==> config.mk <==
export PLATFORM = sky130hd
export DESIGN_NAME = cascade_irq_ctrl
export DESIGN_NICKNAME = d
export VERILOG_FILES = /design/src/rtl/cirq_pkg.sv /design/src/rtl/cirq_rst_sync.sv /design/src/rtl/cirq_prio_enc.sv /design/src/rtl/cirq_mask_bank.sv /design/src/rtl/cirq_group.sv /design/src/rtl/cascade_irq_ctrl.sv
export SDC_FILE = /design/constraint.sdc
export NUM_CORES = 1
export LEC_CHECK = 0
export ABC_AREA = 1
export CAP_MARGIN = 40
export CORE_MARGIN = 5
export CORE_UTILIZATION = 54
export CTS_BUF_LIST = sky130_fd_sc_hd__clkbuf_4
export CTS_CLUSTER_SIZE = 12
export DETAILED_ROUTE_END_ITERATION = 7
export PLACE_DENSITY = 0.88
export RECOVER_POWER = 25
export SLEW_MARGIN = 0
export SYNTH_ARGS = -nofsm -noshare
export SYNTH_HDL_FRONTEND = slang
export SYNTH_SLANG_ARGS = --single-unit
export TNS_END_PERCENT = 1
==> constraint.sdc <==
create_clock -name clk -period 3.3 [get_ports clk]
set_clock_uncertainty 0.05 [all_clocks]
set_input_delay 0.495 -clock clk [delete_from_list [all_inputs] [get_ports clk]]
set_output_delay 0.495 -clock clk [all_outputs]
set_load 0.01 [all_outputs]
==> src/rtl/cirq_pkg.sv <==
package cirq_pkg;
  localparam int unsigned GRP_W  = 8;
  localparam int unsigned ADDR_W = 3;

  typedef enum logic [ADDR_W-1:0] {
    RA_STAT0 = 3'd0,
    RA_MASK0 = 3'd1,
    RA_STAT1 = 3'd2,
    RA_MASK1 = 3'd3,
    RA_MSTAT = 3'd4,
    RA_MMSKA = 3'd5,
    RA_MMSKB = 3'd6,
    RA_NONE  = 3'd7
  } reg_addr_e;
endpackage

==> src/rtl/cirq_rst_sync.sv <==
module cirq_rst_sync (
  input  logic clk,
  input  logic arst_n,
  output logic srst_n
);
  logic [1:0] sync_q;
  logic [1:0] sync_d;

  always_comb sync_d = {sync_q[0], 1'b1};

  always_ff @(posedge clk or negedge arst_n) begin
    if (!arst_n) sync_q <= 2'b00;
    else         sync_q <= sync_d;
  end

  assign srst_n = sync_q[1];
endmodule

==> src/rtl/cirq_prio_enc.sv <==
module cirq_prio_enc #(
  parameter int unsigned W  = 8,
  localparam int unsigned VW = (W > 1) ? $clog2(W) : 1
) (
  input  logic [W-1:0]  req_i,
  output logic [VW-1:0] idx_o,
  output logic          vld_o
);
  // Higher index overrides lower: the last hit in the ascending scan wins.
  always_comb begin
    idx_o = '0;
    vld_o = 1'b0;
    for (int i = 0; i < int'(W); i++) begin
      if (req_i[i]) begin
        idx_o = VW'(i);
        vld_o = 1'b1;
      end
    end
  end
endmodule

==> src/rtl/cirq_mask_bank.sv <==
module cirq_mask_bank #(
  parameter int unsigned W        = 8,
  parameter int unsigned CASC_BIT = 2
) (
  input  logic         clk,
  input  logic         rst_n,
  input  logic         wr_loc_i,
  input  logic         wr_map_i,
  input  logic [W-1:0] wdata_i,
  output logic [W-1:0] loc_mask_o,
  output logic [W-1:0] map_mask_o
);
  localparam logic [W-1:0] CMASK = W'(1) << CASC_BIT;

  logic [W-1:0] loc_q, loc_d;
  logic [W-1:0] map_q, map_d;

  // Next state: the cascade position is never stored in the local mask.
  always_comb begin
    loc_d = loc_q;
    map_d = map_q;
    if (wr_loc_i) loc_d = wdata_i & ~CMASK;
    if (wr_map_i) map_d = wdata_i;
  end

  always_ff @(posedge clk or negedge rst_n) begin
    if (!rst_n) begin
      loc_q <= '0;
      map_q <= '0;
    end else begin
      if (wr_loc_i) loc_q <= loc_d;
      if (wr_map_i) map_q <= map_d;
    end
  end

  // The cascade enable follows the mappable mask.
  assign loc_mask_o = loc_q | ((|map_q) ? CMASK : '0);
  assign map_mask_o = map_q;
endmodule

==> src/rtl/cirq_group.sv <==
module cirq_group #(
  parameter int unsigned W        = 8,
  parameter int unsigned CASC_BIT = 2,
  localparam int unsigned VW = (W > 1) ? $clog2(W) : 1
) (
  input  logic [W-1:0]  lines_i,
  input  logic [W-1:0]  map_stat_i,
  input  logic [W-1:0]  map_mask_i,
  input  logic [W-1:0]  loc_mask_i,
  output logic [W-1:0]  status_o,
  output logic          irq_o,
  output logic [VW-1:0] vec_o,
  output logic          vld_o
);
  localparam logic [W-1:0] CMASK = W'(1) << CASC_BIT;

  logic [W-1:0]  map_eff;
  logic [W-1:0]  pend;
  logic [VW-1:0] loc_idx, map_idx;
  logic          loc_vld, map_vld;
  logic          casc_hit;

  assign map_eff  = map_stat_i & map_mask_i;
  assign status_o = (lines_i & ~CMASK) | ((|map_eff) ? CMASK : '0);
  assign pend     = status_o & loc_mask_i;
  assign irq_o    = |pend;
  assign casc_hit = pend[CASC_BIT];

  cirq_prio_enc #(.W(W)) u_loc_enc (
    .req_i (pend),
    .idx_o (loc_idx),
    .vld_o (loc_vld)
  );

  cirq_prio_enc #(.W(W)) u_map_enc (
    .req_i (map_eff),
    .idx_o (map_idx),
    .vld_o (map_vld)
  );

  always_comb begin
    if (casc_hit) begin
      vec_o = map_idx;
      vld_o = map_vld;
    end else begin
      vec_o = loc_idx;
      vld_o = loc_vld;
    end
  end
endmodule

==> src/rtl/cascade_irq_ctrl.sv <==
module cascade_irq_ctrl #(
  parameter int unsigned DW    = cirq_pkg::GRP_W,
  parameter int unsigned CASC0 = 2,
  parameter int unsigned CASC1 = 3,
  localparam int unsigned VW   = (DW > 1) ? $clog2(DW) : 1,
  localparam int unsigned AW   = cirq_pkg::ADDR_W
) (
  input  logic          clk,
  input  logic          rst_n,
  input  logic [DW-1:0] loc0_lines_i,
  input  logic [DW-1:0] loc1_lines_i,
  input  logic [DW-1:0] map_lines_i,
  input  logic          reg_wr_i,
  input  logic [AW-1:0] reg_addr_i,
  input  logic [DW-1:0] reg_wdata_i,
  output logic [DW-1:0] reg_rdata_o,
  output logic          irq0_o,
  output logic          irq1_o,
  output logic [VW-1:0] vec0_o,
  output logic          vec0_vld_o,
  output logic [VW-1:0] vec1_o,
  output logic          vec1_vld_o
);
  import cirq_pkg::*;

  localparam int unsigned NGRP = 2;

  logic srst_n;
  logic [NGRP-1:0][DW-1:0] lines_w, stat_w, lmask_w, mmask_w;
  logic [NGRP-1:0][VW-1:0] vec_w;
  logic [NGRP-1:0]         irq_w, vld_w, wr_loc_w, wr_map_w;

  cirq_rst_sync u_rst (
    .clk    (clk),
    .arst_n (rst_n),
    .srst_n (srst_n)
  );

  assign lines_w[0] = loc0_lines_i;
  assign lines_w[1] = loc1_lines_i;

  // Write decode
  assign wr_loc_w[0] = reg_wr_i && (reg_addr_i == RA_MASK0);
  assign wr_loc_w[1] = reg_wr_i && (reg_addr_i == RA_MASK1);
  assign wr_map_w[0] = reg_wr_i && (reg_addr_i == RA_MMSKA);
  assign wr_map_w[1] = reg_wr_i && (reg_addr_i == RA_MMSKB);

  for (genvar g = 0; g < NGRP; g++) begin : g_grp
    localparam int unsigned CB = (g == 0) ? CASC0 : CASC1;

    cirq_mask_bank #(.W(DW), .CASC_BIT(CB)) u_bank (
      .clk        (clk),
      .rst_n      (srst_n),
      .wr_loc_i   (wr_loc_w[g]),
      .wr_map_i   (wr_map_w[g]),
      .wdata_i    (reg_wdata_i),
      .loc_mask_o (lmask_w[g]),
      .map_mask_o (mmask_w[g])
    );

    cirq_group #(.W(DW), .CASC_BIT(CB)) u_grp (
      .lines_i    (lines_w[g]),
      .map_stat_i (map_lines_i),
      .map_mask_i (mmask_w[g]),
      .loc_mask_i (lmask_w[g]),
      .status_o   (stat_w[g]),
      .irq_o      (irq_w[g]),
      .vec_o      (vec_w[g]),
      .vld_o      (vld_w[g])
    );
  end

  // Read mux
  always_comb begin
    case (reg_addr_i)
      RA_STAT0: reg_rdata_o = stat_w[0];
      RA_MASK0: reg_rdata_o = lmask_w[0];
      RA_STAT1: reg_rdata_o = stat_w[1];
      RA_MASK1: reg_rdata_o = lmask_w[1];
      RA_MSTAT: reg_rdata_o = map_lines_i;
      RA_MMSKA: reg_rdata_o = mmask_w[0];
      RA_MMSKB: reg_rdata_o = mmask_w[1];
      default:  reg_rdata_o = '0;
    endcase
  end

  assign irq0_o     = irq_w[0];
  assign irq1_o     = irq_w[1];
  assign vec0_o     = vec_w[0];
  assign vec1_o     = vec_w[1];
  assign vec0_vld_o = vld_w[0];
  assign vec1_vld_o = vld_w[1];
endmodule

==> flow_summary.json <==
{
  "outcome": "complete, no violations",
  "cts_tree": "done",
  "whs_ps": 74.5,
  "max-vdd-ir-drop_mv": 0.394,
  "portBuffers": 53,
  "die_area_sq_um": 5210,
  "p_int_uw": 774,
  "power_density_nw_per_um2": 448,
  "cp_data_arrival_time_ps": 2400,
  "r2r_slack_ps": 1800,
  "synth_area_leaders": "dfrtp_1 38%, nand2_1 26%, o21ai_2 6.3%, inv_1 4.3%, nand3_1 4.1%",
  "drt_iter0_drc": 161,
  "fmax_mhz": 340,
  "gr-total-overflow": 0,
  "cts-root-buf": "clkbuf_4",
  "use_met2": 0.408,
  "wl_um": 6060,
  "finalCritPeriodShare": 0.891,
  "insertion_delay_ps": 320,
  "synth_commonest_cells": "147 x nand2_1, 32 x dfrtp_1, 24 x inv_1",
  "cap_violations": 0,
  "ys_seq_area_frac": 0.383,
  "place_hpwl_um": 4980,
  "cp_max_fo": 6,
  "synth_nets": 357,
  "rsz0062_at_grt": "false",
  "synth_ff_type": "dfrtp_1",
  "crit_required_ps": 2750,
  "end_kind": "output pin",
  "hp-class": "flop to async pin",
  "synthMostInstantiatedCell": "nand2_1",
  "wire_per_inst_um": 14.2,
  "postLayoutSetupSlackWorst_ps": 360,
  "mappedNetlistArea_sq_um": 2090,
  "yosysWarnings": 0,
  "antenna_cells": 0,
  "slew_viol_final": 0,
  "fin_util": 0.731,
  "pre_cts_slack_ps": 374,
  "io_pins": 56,
  "core_area_sq_um": 3720,
  "via_per_inst": 5.24,
  "syn_avg_cell_area_sq_um": 6.55,
  "start_kind": "primary input",
  "clkSinkCount": 32,
  "start_util": 0.562,
  "cts_setup_buffers": 0,
  "ctsLongestPathBuffers": 2,
  "syn_to_final_growth_pct": 30.0,
  "synthCells": 319,
  "dr_total_vias": 2234,
  "layout_min_cycle_time_ps": 2940,
  "synth_top_area_frac": 0.383,
  "htree_levels": 2,
  "grt_use_total": 0.241,
  "power_frac_seq": 0.446,
  "hold_buffers": 0,
  "synth_cell_types": 21,
  "synth_edf_count": 0,
  "finalHoldViolations": 0,
  "fp.dieH_um": 72.2,
  "ant_nets": 0,
  "grt_max_degree": 23,
  "finalNonFillerCells": 426,
  "p_switching_uw": 443,
  "drive_gt1_frac": 0.103,
  "synthArstFlopShare": 1.00,
  "top_usage_layer": "met2",
  "antenna_found_initial": 0,
  "max_slew_margin": 0.256,
  "nNetsFinal": 416,
  "grtUsageMet1": 0.305,
  "yosys.area.top_type": "dfrtp_1",
  "p_leak_nw": 1.38,
  "die_w_um": 72.2,
  "tns_ps": 0,
  "grt_pass1_vias": 2131,
  "place_congestion": 0.942,
  "critPathKind": "primary input to output pin",
  "std_cell_rows": 22,
  "clk_pin_slew_ps": 80,
  "pwr-share-clk": 0.166,
  "tightestPinTransition_ps": 1120,
  "cts_made_buffers": 5,
  "use_met3": 0.0374,
  "post-place-cells": 419,
  "cts-resized-gates": 0,
  "grt_first_pass_wirelength_um": 9580,
  "comb_power_share": 0.387,
  "setup_viol": 0,
  "first_pass_iters": 4,
  "ys_seq_elements": 32,
  "p_sw_frac": 0.364,
  "drc": 0
}
[layout make-up]
type	instances	area, sq um
repair buffers	56	549
inverters	31	116
fillers	325	1000
well taps	48	60.1
multi-input cells	252	1140
clock buffers	6	45.0
clock inverters	1	5.00
flip-flops and latches	32	801
[flip-flops by register name, indices dropped and copies added, names as in the netlist]
signal / cells
u_rst.sync_q: 2
g_grp.u_bank.loc_q: 14
g_grp.u_bank.map_mask_o: 16
[worst max-delay path, cell delays in order]
cell and delay [ps]:
clkdlybuf4s50_1 620, inv_2 80, nor3_2 340, nand2_1 90
nand3_1 110, nor2_1 60, nand3_1 70, clkdlybuf4s50_1 530
[power groups by stage]
stage	Sequential [mW]	Clock, mW	Combinational [mW]
3_5_place_dp	0.547	0	0.475
4_1_cts	0.540	0.208	0.477
2_1_floorplan	0.519	0	0.271
3_3_place_gp	0.549	0	0.455
5_1_grt	0.551	0.226	0.528
6_report	0.543	0.202	0.471
[final timing paths]
check,depth (start not counted),from,endpoint
max in group asynchronous,1,u_rst.sync_q[1]$_DFF_PN0_,g_grp[1].u_bank.loc_q[4]$_DFFE_PN0P_
setup reg to reg,1,u_rst.sync_q[1]$_DFF_PN0_,g_grp[1].u_bank.loc_q[4]$_DFFE_PN0P_
hold / removal,0,u_rst.sync_q[1]$_DFF_PN0_,g_grp[0].u_bank.loc_q[1]$_DFFE_PN0P_
setup / recovery,8,reg_addr_i[0],reg_rdata_o[3]
min in group clk,0,u_rst.sync_q[0]$_DFF_PN0_,u_rst.sync_q[1]$_DFF_PN0_
hold reg to reg,0,u_rst.sync_q[1]$_DFF_PN0_,g_grp[0].u_bank.loc_q[1]$_DFFE_PN0P_
[placed cells by master, fill, tap and decap left out, types with 4 or more instances in the layout]
cell type        count
inv_2                7
nand3_1             17
o21ai_1             17
dfrtp_1             32
inv_1               24
clkdlybuf4s50_1     52
nand2_2              4
clkbuf_4             6
o21ai_0             10
a21oi_1              5
nand2_1            147
nor2_1              22
o21ai_2             15
[cells by family after synthesis]
kind of cell    Yosys count  share of synthesized area
simple gates            198                      0.386
flops                    32                      0.383
other cells               1                    0.00179
compound gates           53                      0.158
buf+inv                  35                     0.0713
[per-stage QoR]
step	power [mW]	instance area, sq um
final	1.22	2720
after global routing	1.30	2720
after CTS	1.22	2740
after detailed placement	1.02	2690
after global placement	1.00	2660
after floorplan	0.790	2090
[layer usage]
metal,share of wire,wire [um],up-vias
met3,0.078,476,14
met5,0,0,-
met4,0.026,158,0
li1,-,-,1134
met2,0.47,2850,71
met1,0.43,2580,1015
No activity file was read; power rests on OpenSTA's default activity.
